[src/rtl/wdog_pkg.sv]
// Package: shared constants and types for the keyed watchdog.
// Assumes an 8-bit register write bus and a 2-bit power state code.
package wdog_pkg;
    localparam logic [7:0] KEY_CLEAR = 8'h4E;
    localparam logic [7:0] KEY_HALT  = 8'hB1;
    localparam logic       SEL_MODE  = 1'b0;
    localparam logic       SEL_CMD   = 1'b1;
    localparam int         NUM_PER   = 4;

    typedef enum logic [1:0] {
        PWR_RUN   = 2'b00,
        PWR_LIDLE = 2'b01,
        PWR_DIDLE = 2'b10,
        PWR_STOP  = 2'b11
    } pwr_e;
endpackage

[src/rtl/wdog_ctrl.sv]
// Module: register decode and run/stop state for the watchdog.
// Holds the enable bit and the period field. Decodes the two command keys
// and applies the guarded two-step stop. Assumes one write per strobe cycle.
module wdog_ctrl
    import wdog_pkg::*;
(
    input  logic       clk,
    input  logic       rst_n,
    input  logic       wr_en,
    input  logic       wr_addr,
    input  logic [7:0] wr_data,
    output logic       running,
    output logic [1:0] per_sel,
    output logic       cnt_clr,
    output logic       key_clr
);
    logic       en_bit;
    logic       wr_mode;
    logic       wr_cmd;
    logic       halt_ok;

    // Decode which register is written and whether a key matches.
    always_comb begin
        wr_mode = wr_en && (wr_addr == SEL_MODE);
        wr_cmd  = wr_en && (wr_addr == SEL_CMD);
        key_clr = wr_cmd && (wr_data == KEY_CLEAR);
        halt_ok = wr_cmd && (wr_data == KEY_HALT) && !en_bit;
        cnt_clr = key_clr || (wr_mode && (wr_data[6:5] != per_sel));
    end

    // Mode register fields and the run/stop state.
    always_ff @(posedge clk) begin
        if (!rst_n) begin
            en_bit  <= 1'b1;
            per_sel <= 2'b00;
            running <= 1'b1;
        end else begin
            if (wr_mode) begin
                en_bit  <= wr_data[7];
                per_sel <= wr_data[6:5];
                if (wr_data[7]) running <= 1'b1;
            end else if (halt_ok) begin
                running <= 1'b0;
            end
        end
    end

    AST_STOP_NEEDS_KEY: assert property (@(posedge clk) disable iff (!rst_n)
        $fell(running) |-> $past(wr_cmd && wr_data == KEY_HALT && !en_bit));
    AST_HALT_IGNORED_WHEN_ON: assert property (@(posedge clk) disable iff (!rst_n)
        (wr_cmd && en_bit && running) |=> running);
    AST_START_ON_ENABLE: assert property (@(posedge clk) disable iff (!rst_n)
        (wr_mode && wr_data[7]) |=> running);
endmodule

[src/rtl/wdog_count.sv]
// Module: period counter for the watchdog.
// Advances only while the watchdog is running and the power state allows it.
// Flags the overflow when the count passes the selected terminal value.
// Assumes a clear request takes priority over both counting and overflow.
module wdog_count
    import wdog_pkg::*;
#(
    parameter int BASE_EXP = 15,
    parameter int EXP_STEP = 2,
    localparam int CNT_W   = BASE_EXP + EXP_STEP * (NUM_PER - 1)
) (
    input  logic       clk,
    input  logic       rst_n,
    input  logic       running,
    input  logic [1:0] pwr_mode,
    input  logic [1:0] per_sel,
    input  logic       cnt_clr,
    output logic       ovf
);
    logic [CNT_W-1:0] cnt;
    logic [CNT_W-1:0] term_tab [NUM_PER];
    logic [CNT_W-1:0] term;
    logic             advance;
    pwr_e             pwr;

    // One terminal value per period setting, computed from the exponents.
    for (genvar g = 0; g < NUM_PER; g++) begin : g_term
        localparam logic [CNT_W:0] LEN = (CNT_W+1)'(1) << (BASE_EXP + EXP_STEP * g);
        assign term_tab[g] = CNT_W'(LEN - (CNT_W+1)'(1));
    end

    // Pick the terminal value and decide whether this cycle counts.
    always_comb begin
        pwr     = pwr_e'(pwr_mode);
        term    = term_tab[per_sel];
        advance = running && (pwr == PWR_RUN || pwr == PWR_LIDLE);
        ovf     = advance && (cnt == term) && !cnt_clr;
    end

    // Count up, wrap at the terminal value, clear on request.
    always_ff @(posedge clk) begin
        if (!rst_n)        cnt <= '0;
        else if (cnt_clr)  cnt <= '0;
        else if (advance)  cnt <= (cnt == term) ? '0 : cnt + 1'b1;
    end

    AST_CLEAR_ZEROES: assert property (@(posedge clk) disable iff (!rst_n)
        cnt_clr |=> (cnt == '0));
    AST_FROZEN_IN_SLEEP: assert property (@(posedge clk) disable iff (!rst_n)
        (!cnt_clr && (pwr_mode[1] || !running)) |=> $stable(cnt));
    AST_WITHIN_PERIOD: assert property (@(posedge clk) disable iff (!rst_n)
        !cnt_clr |=> (cnt <= $past(term)));
endmodule

[src/rtl/wdog_alarm.sv]
// Module: interrupt pulse and held output for the watchdog.
// Turns the overflow flag into a one-cycle interrupt and a level output.
// The level output is released only by the clear key.
module wdog_alarm (
    input  logic clk,
    input  logic rst_n,
    input  logic ovf,
    input  logic key_clr,
    output logic wd_irq,
    output logic wd_out
);
    // Register the pulse and hold the output level.
    always_ff @(posedge clk) begin
        if (!rst_n) begin
            wd_irq <= 1'b0;
            wd_out <= 1'b0;
        end else begin
            wd_irq <= ovf;
            if (key_clr)  wd_out <= 1'b0;
            else if (ovf) wd_out <= 1'b1;
        end
    end

    AST_IRQ_ONE_CYCLE: assert property (@(posedge clk) disable iff (!rst_n)
        wd_irq |=> !wd_irq);
    AST_OUT_RISES_WITH_IRQ: assert property (@(posedge clk) disable iff (!rst_n)
        $rose(wd_out) |-> wd_irq);
    AST_OUT_HELD: assert property (@(posedge clk) disable iff (!rst_n)
        (wd_out && !key_clr) |=> wd_out);
    AST_KEY_DROPS_OUT: assert property (@(posedge clk) disable iff (!rst_n)
        key_clr |=> !wd_out);
endmodule

[src/rtl/wdog_keyed.sv]
// Module: top of the keyed watchdog timer.
// Connects the register/key logic, the period counter and the alarm stage.
// Assumes the write bus is synchronous to clk and that reset is synchronous.
module wdog_keyed #(
    parameter int BASE_EXP = 15,
    parameter int EXP_STEP = 2
) (
    input  logic       clk,
    input  logic       rst_n,
    input  logic       wr_en,
    input  logic       wr_addr,
    input  logic [7:0] wr_data,
    input  logic [1:0] pwr_mode,
    output logic       wd_irq,
    output logic       wd_out
);
    logic       running;
    logic [1:0] per_sel;
    logic       cnt_clr;
    logic       key_clr;
    logic       ovf;

    wdog_ctrl u_ctrl (
        .clk     (clk),
        .rst_n   (rst_n),
        .wr_en   (wr_en),
        .wr_addr (wr_addr),
        .wr_data (wr_data),
        .running (running),
        .per_sel (per_sel),
        .cnt_clr (cnt_clr),
        .key_clr (key_clr)
    );

    wdog_count #(
        .BASE_EXP (BASE_EXP),
        .EXP_STEP (EXP_STEP)
    ) u_count (
        .clk      (clk),
        .rst_n    (rst_n),
        .running  (running),
        .pwr_mode (pwr_mode),
        .per_sel  (per_sel),
        .cnt_clr  (cnt_clr),
        .ovf      (ovf)
    );

    wdog_alarm u_alarm (
        .clk     (clk),
        .rst_n   (rst_n),
        .ovf     (ovf),
        .key_clr (key_clr),
        .wd_irq  (wd_irq),
        .wd_out  (wd_out)
    );

    AST_IRQ_ONLY_WHEN_RUNNING: assert property (@(posedge clk) disable iff (!rst_n)
        wd_irq |-> $past(running));
endmodule

[config.mk]
export PLATFORM = sky130hd
export DESIGN_NAME = wdog_keyed
export DESIGN_NICKNAME = d
export VERILOG_FILES = /design/src/rtl/wdog_pkg.sv /design/src/rtl/wdog_ctrl.sv /design/src/rtl/wdog_count.sv /design/src/rtl/wdog_alarm.sv /design/src/rtl/wdog_keyed.sv
export SDC_FILE = /design/constraint.sdc
export NUM_CORES = 1
export LEC_CHECK = 0
export ABC_AREA = 1
export ABC_CLOCK_PERIOD_IN_PS = 2430
export BUFFER_PORTS_ARGS = -buffer_cell sky130_fd_sc_hd__buf_2
export CORE_ASPECT_RATIO = 0.6
export CORE_MARGIN = 5
export CORE_UTILIZATION = 60
export CTS_CLUSTER_SIZE = 12
export DETAILED_ROUTE_END_ITERATION = 8
export MAX_ROUTING_LAYER = met4
export PLACE_DENSITY = 0.77
export SLEW_MARGIN = 20
export SYNTH_ARGS = -nofsm -noshare
export SYNTH_HDL_FRONTEND = slang
export SYNTH_SLANG_ARGS = --single-unit
[constraint.sdc]
create_clock -name clk -period 2.43 [get_ports clk]
set_clock_uncertainty 0.2 [all_clocks]
set_input_delay 0.729 -clock clk [delete_from_list [all_inputs] [get_ports clk]]
set_output_delay 0.729 -clock clk [all_outputs]
set_load 0.02 [all_outputs]
Word-level counts from Yosys, hierarchy flattened
Cells that the tools add are included.
{"block": "totals", "elab_cells": 42, "in_bits": 14, "output_inout_bits": 2, "register_bits": 27}
{"block": "op_classes", "addsub": 1, "n_reduce_logical": 18, "mux": 7, "n_bitwise": 3, "eq_ne": 6, "order_cmp": 1}
{"op": "$mux 21", "n": 3}
{"op": "$bmux 21 s2", "n": 1}
{"op": "$add 21x1->21 const B", "n": 1}
{"op": "$eq 21x21->1", "n": 1}
{"op": "$logic_and 1x1->1", "n": 9}
{"op": "$eq 8x7->1 const B", "n": 1}
{"op": "$eq 8x8->1 const B", "n": 1}
{"op": "$reduce_or 2->1", "n": 2}
{"op": "$ge 3x3->1 const B", "n": 1}
{"op": "$mux 1", "n": 3}
{"op": "$not 2->3", "n": 1}
{"op": "$eq 2x1->1 const B", "n": 1}
{"op": "$logic_not 1->1", "n": 2}
{"op": "$logic_not 2->1", "n": 1}
{"op": "$logic_or 1x1->1", "n": 2}
{"op": "$ne 2x2->1", "n": 1}
{"op": "$ne 2x2->1 const B", "n": 1}
{"op": "$not 1->1", "n": 2}
{"op": "$reduce_and 2->1", "n": 1}
{"op": "$reduce_bool 2->1", "n": 1}

Logic depth before layout (Yosys ltp)
{"block": "logic_depth", "word_depth": 7, "mapped_depth": 10}

Modules after synthesis
Synthesis repeated with hierarchy kept, for this count alone.
{"block": "unflattened", "cells_unflattened": 241, "hier_area_um2": 1537.7}
{"mod": "wdog_count", "cells_each": 190, "n_inst": 1, "area_per_inst_um2": 1217.4}
{"mod": "wdog_ctrl", "cells_each": 43, "n_inst": 1, "area_per_inst_um2": 257.7}
{"mod": "wdog_alarm", "cells_each": 8, "n_inst": 1, "area_per_inst_um2": 62.6}

Worst setup path after synthesis
Ideal clock, no wire load.
{"block": "synth_path", "kind": "input-to-reg", "start": "in wr_en", "end": "reg u_count.cnt[15]", "path_slack_ns": 0.564, "n_path_buf": 1, "t_arrival_ns": 1.548, "cell_stages": 8, "cell_sequence": "inv_1 > nor2_1 > inv_1 > nor2_1 > nor2_4 > nand3_2 > buf_6 > nor2_4"}
{"block": "synth_via", "elab_chain_cells": 4, "elab_cells_between_ends": 6}
{"item": "from (decl)", "line": "wdog_keyed.sv:10", "text": "input logic wr_en,"}
{"item": "$logic_and 1x1->1, on equally long branches", "line": "wdog_ctrl.sv:25, wdog_ctrl.sv:24"}
{"item": "$logic_and 1x1->1, on equally long branches", "line": "wdog_ctrl.sv:26, wdog_ctrl.sv:28"}
{"item": "$logic_or 1x1->1 (*)", "line": "wdog_ctrl.sv:28", "text": "cnt_clr = key_clr || (wr_mode && (wr_data[6:5] != per_sel));"}
{"item": "$reduce_or 2->1 (no source line) (*)"}
{"item": "to (signal assigned)", "line": "wdog_count.sv:44", "text": "else if (advance) cnt <= (cnt == term) ? '0 : cnt + 1'b1;"}
{"item": "to (decl)", "line": "wdog_count.sv:20", "text": "logic [CNT_W-1:0] cnt;"}
Mark *: on every way between the ends. The rest lies on a longest branch, timed or not.
A chain may end at the register's enable or synchronous reset.

Worst setup path after layout
{"block": "layout_path", "start": "in pwr_mode[1]", "end": "reg u_count.cnt[20]"}
{"block": "layout_via", "elab_chain_cells": 3, "elab_cells_between_ends": 4}
{"item": "from (decl)", "line": "wdog_keyed.sv:13", "text": "input logic [1:0] pwr_mode,"}
{"item": "$eq 2x1->1 / $logic_not 2->1 (equally long branches)", "line": "wdog_count.sv:36", "text": "advance = running && (pwr == PWR_RUN || pwr == PWR_LIDLE);"}
{"item": "$logic_or 1x1->1 (*)", "line": "wdog_count.sv:36"}
{"item": "$logic_and 1x1->1 (*)", "line": "wdog_count.sv:36"}
Marks and branches as above.

==> flow_metrics.tcl <==
set metrics [dict create \
    synth_seq_cells 27 \
    dpl.hpwl_um 2772 \
    antenna_left 0 \
    wl_um 3463 \
    yosysUniqueCellTypes 23 \
    ys_seq_area_share_pct 36.77 \
    synth.avg_cell_area_um2 6.622 \
    hold-path-cell-count 2 \
    crit_required_ns 2.40 \
    die_area_um2 3573 \
    synth_area_um2 1470 \
    hold_buffers 0 \
    critPathMaxFanout 9 \
    cts_buffer_depth 2 \
    fmax_mhz 503.1 \
    mostFrequentLayoutCell "nand2_1" \
    initial_core_util_pct 65.50 \
    fillers 192 \
    track_usage_pct 20.81 \
    final_nets 256 \
    final.setup.tns_ns 0 \
    p_per_area_nw_per_um2 479.4 \
    cts_sinks 27 \
    setup_viol 0 \
    cts.htree.levels 1 \
    vias 1410 \
    cp_slowest_cell "nor2_1" \
    multi_input_area_um2 783.3 \
    crit_path_start_kind "input port" \
    path_clk_slew_ns 0.09 \
    fin_area_um2 1619 \
    die_w_um 73.91 \
    rr_worst_depth 8 \
    crit_start "pwr_mode[1]" \
    slew_viol_final 0 \
    status "completed" \
    critPathArrivalTime_ns 1.96 \
    yosysWarnings 0 \
    cts_tree "yes" \
    crit_family "simple AND/OR/NAND/NOR gates" \
    worstHoldEndpoint "u_alarm.wd_out" \
    antenna_found_initial 0 \
    drtPass1Iterations 5 \
    r2r-end "u_count.cnt[20]" \
    hold_class "register to register" \
    p_clk_share_pct 33.0 \
    cts_buffers 3 \
    rsz0062_at_grt "false" \
    n_antenna_cell 0 \
    p_comb_share_pct 8.3 \
    root_buffer "clkbuf_8" \
    rrSetupSlack_ns 0.55 \
    die_y_um 48.34 \
    io_pins 16 \
    swShare_pct 24.10 \
    power_switching_mw 0.1870 \
    min_period_ns 1.988 \
    ctsResizeCount 0 \
    most-common-layout-cells "48 x nand2_1, 39 x nor2_1, 35 x inv_1, 27 x dfxtp_1, 16 x nand3_1" \
    cp_cell_sequence "buf_2 -> inv_1 -> nand2_2 -> nor2_2 -> nand3_1 -> nor2_1 -> nand4_1 -> nand2_1 -> nor2_1" \
    crit_path_frequent_cell "nor2_1" \
    path_buf_inv 2 \
    cts_setup_buffers 0 \
    worstSetupEndpointType "register" \
    ir_drop_mv 0.3971 \
    r2r_start "u_count.cnt[0]" \
    ff_latch_area_um2 540.5 \
    viasPerCell 5.222 \
    drive_above_1_share_pct 13.75 \
    grt-ovfl-total 0 \
    place_area_um2 1574 \
    grt_pass1_vias 1285 \
    synthCells 222 \
    clock_latency_ns 0.27 \
    period_share_pct 81.80 \
    drt-initial-drc-count 132 \
    area_delta_synth_final_pct 10.13 \
    hold_viol_final 0 \
    coreArea_um2 2245 \
    seqPwrFrac_pct 58.7 \
    slew_headroom_pct 70.62 \
    io_buffers 14 \
    p_int_mw 0.5891 \
    syn-num-nets 237 \
    p_leak_nw 0.7110 \
    crit_type "input port to register" \
    gp_congestion 0.8825 \
    rows 13 \
    min_from "u_alarm.wd_out" \
    routedWlPerCell_um 12.83 \
    route.detailed.drc 0 \
    tightest_slew_ns 0.4374 \
    grt_pass1_wl_um 5816 \
    drv_cap 0 \
    grt_max_degree 15 \
    slowest_delay_ns 0.24 \
]
flip-flops by register name (all words and copies together), names as in the netlist:
signal	flops
u_alarm.wd_irq	1
u_alarm.wd_out	1
u_count.cnt	21
u_ctrl.en_bit	1
u_ctrl.per_sel	2
u_ctrl.running	1
final cells by class:
class                   instances  area share [%]
well taps                      30           2.318
flip-flops and latches         27           33.38
multi-input cells             158           48.38
clock buffers                   4           2.782
inverters                      36           8.346
repair buffers                 15           4.791
logic make-up (layout without fill, tap and decap cells):
kind of cell	Yosys count	after routing	synth area share [%]
AND/OR/NAND/NOR	133	133	41.02
buffers and inverters	37	55	9.957
flip-flops	27	27	36.77
AO/OA/AOI/OAI	13	13	4.766
XOR/XNOR	10	10	5.958
adder cells (fa/ha/maj)	1	1	0.8509
multiplexers	1	1	0.6809
power groups by stage:
stage | registers (mW) | clock network (mW) | logic [mW]
finish | 0.455 | 0.256 | 0.0646
global route | 0.457 | 0.283 | 0.0716
CTS | 0.455 | 0.258 | 0.0642
detailed placement | 0.466 | 0 | 0.0641
global placement | 0.465 | 0 | 0.0594
floorplan | 0.463 | 0 | 0.0408
worst min-delay path: cells and delay by family, from the launching register on:
kind                   cells  cell delay, ns
AOI/OAI and AO/OA          1            0.05
buffers and inverters      1            0.04
DFF                        1            0.32
metrics by stage:
stage / hold WS (ns) / power [mW] / setup slack, ns / instances / util (%)
after floorplan: 0.2508 / 0.5043 / 0.5637 / 222 / -
after global placement: 0.2336 / 0.5243 / 0.2604 / 266 / 70.12
after detailed placement: 0.2387 / 0.5297 / 0.1657 / 266 / 70.12
after CTS: 0.2524 / 0.7776 / 0.4667 / 270 / 72.13
after global routing: 0.2629 / 0.8109 / 0.3333 / 270 / 72.13
final: 0.2552 / 0.7761 / 0.4422 / 270 / 72.13
worst max path at each step:
| stage | end | slack, ns | cells past startpoint |
|---|---|---|---|
| 2_1_floorplan | u_count.cnt[15] | 0.56 | 8 |
| 3_3_place_gp | u_count.cnt[20] | 0.26 | 9 |
| 3_5_place_dp | u_count.cnt[20] | 0.17 | 9 |
| 4_1_cts | u_count.cnt[20] | 0.47 | 9 |
| 5_1_grt | u_count.cnt[20] | 0.33 | 9 |
| 6_report | u_count.cnt[20] | 0.44 | 9 |
synth_stat cells, drive strengths merged:
master   n  area [um^2]
a21oi    4        20.02
nand3   17        90.09
nand4    5        31.28
dfxtp   27        540.5
nor2    48        212.7
nor3     7        35.03
a31oi    1        6.260
nand2   51        198.9
ha       1        12.51
a31o     1        8.760
nor4     2        12.51
inv     36        135.1
o21ai    7        35.03
buf      1        11.26
xor2     9        78.83
xnor2    1        8.760
nand3b   3        22.52
mux2i    1        10.01
metal layers:
layer	global-route usage (%)	vias up	wire, um
li1	-	729	-
met2	29.41	52	1536
met5	-	-	0
met3	6.173	5	234
met1	29.05	624	1670
met4	4.518	0	21
(Power assumes the default switching activity.)
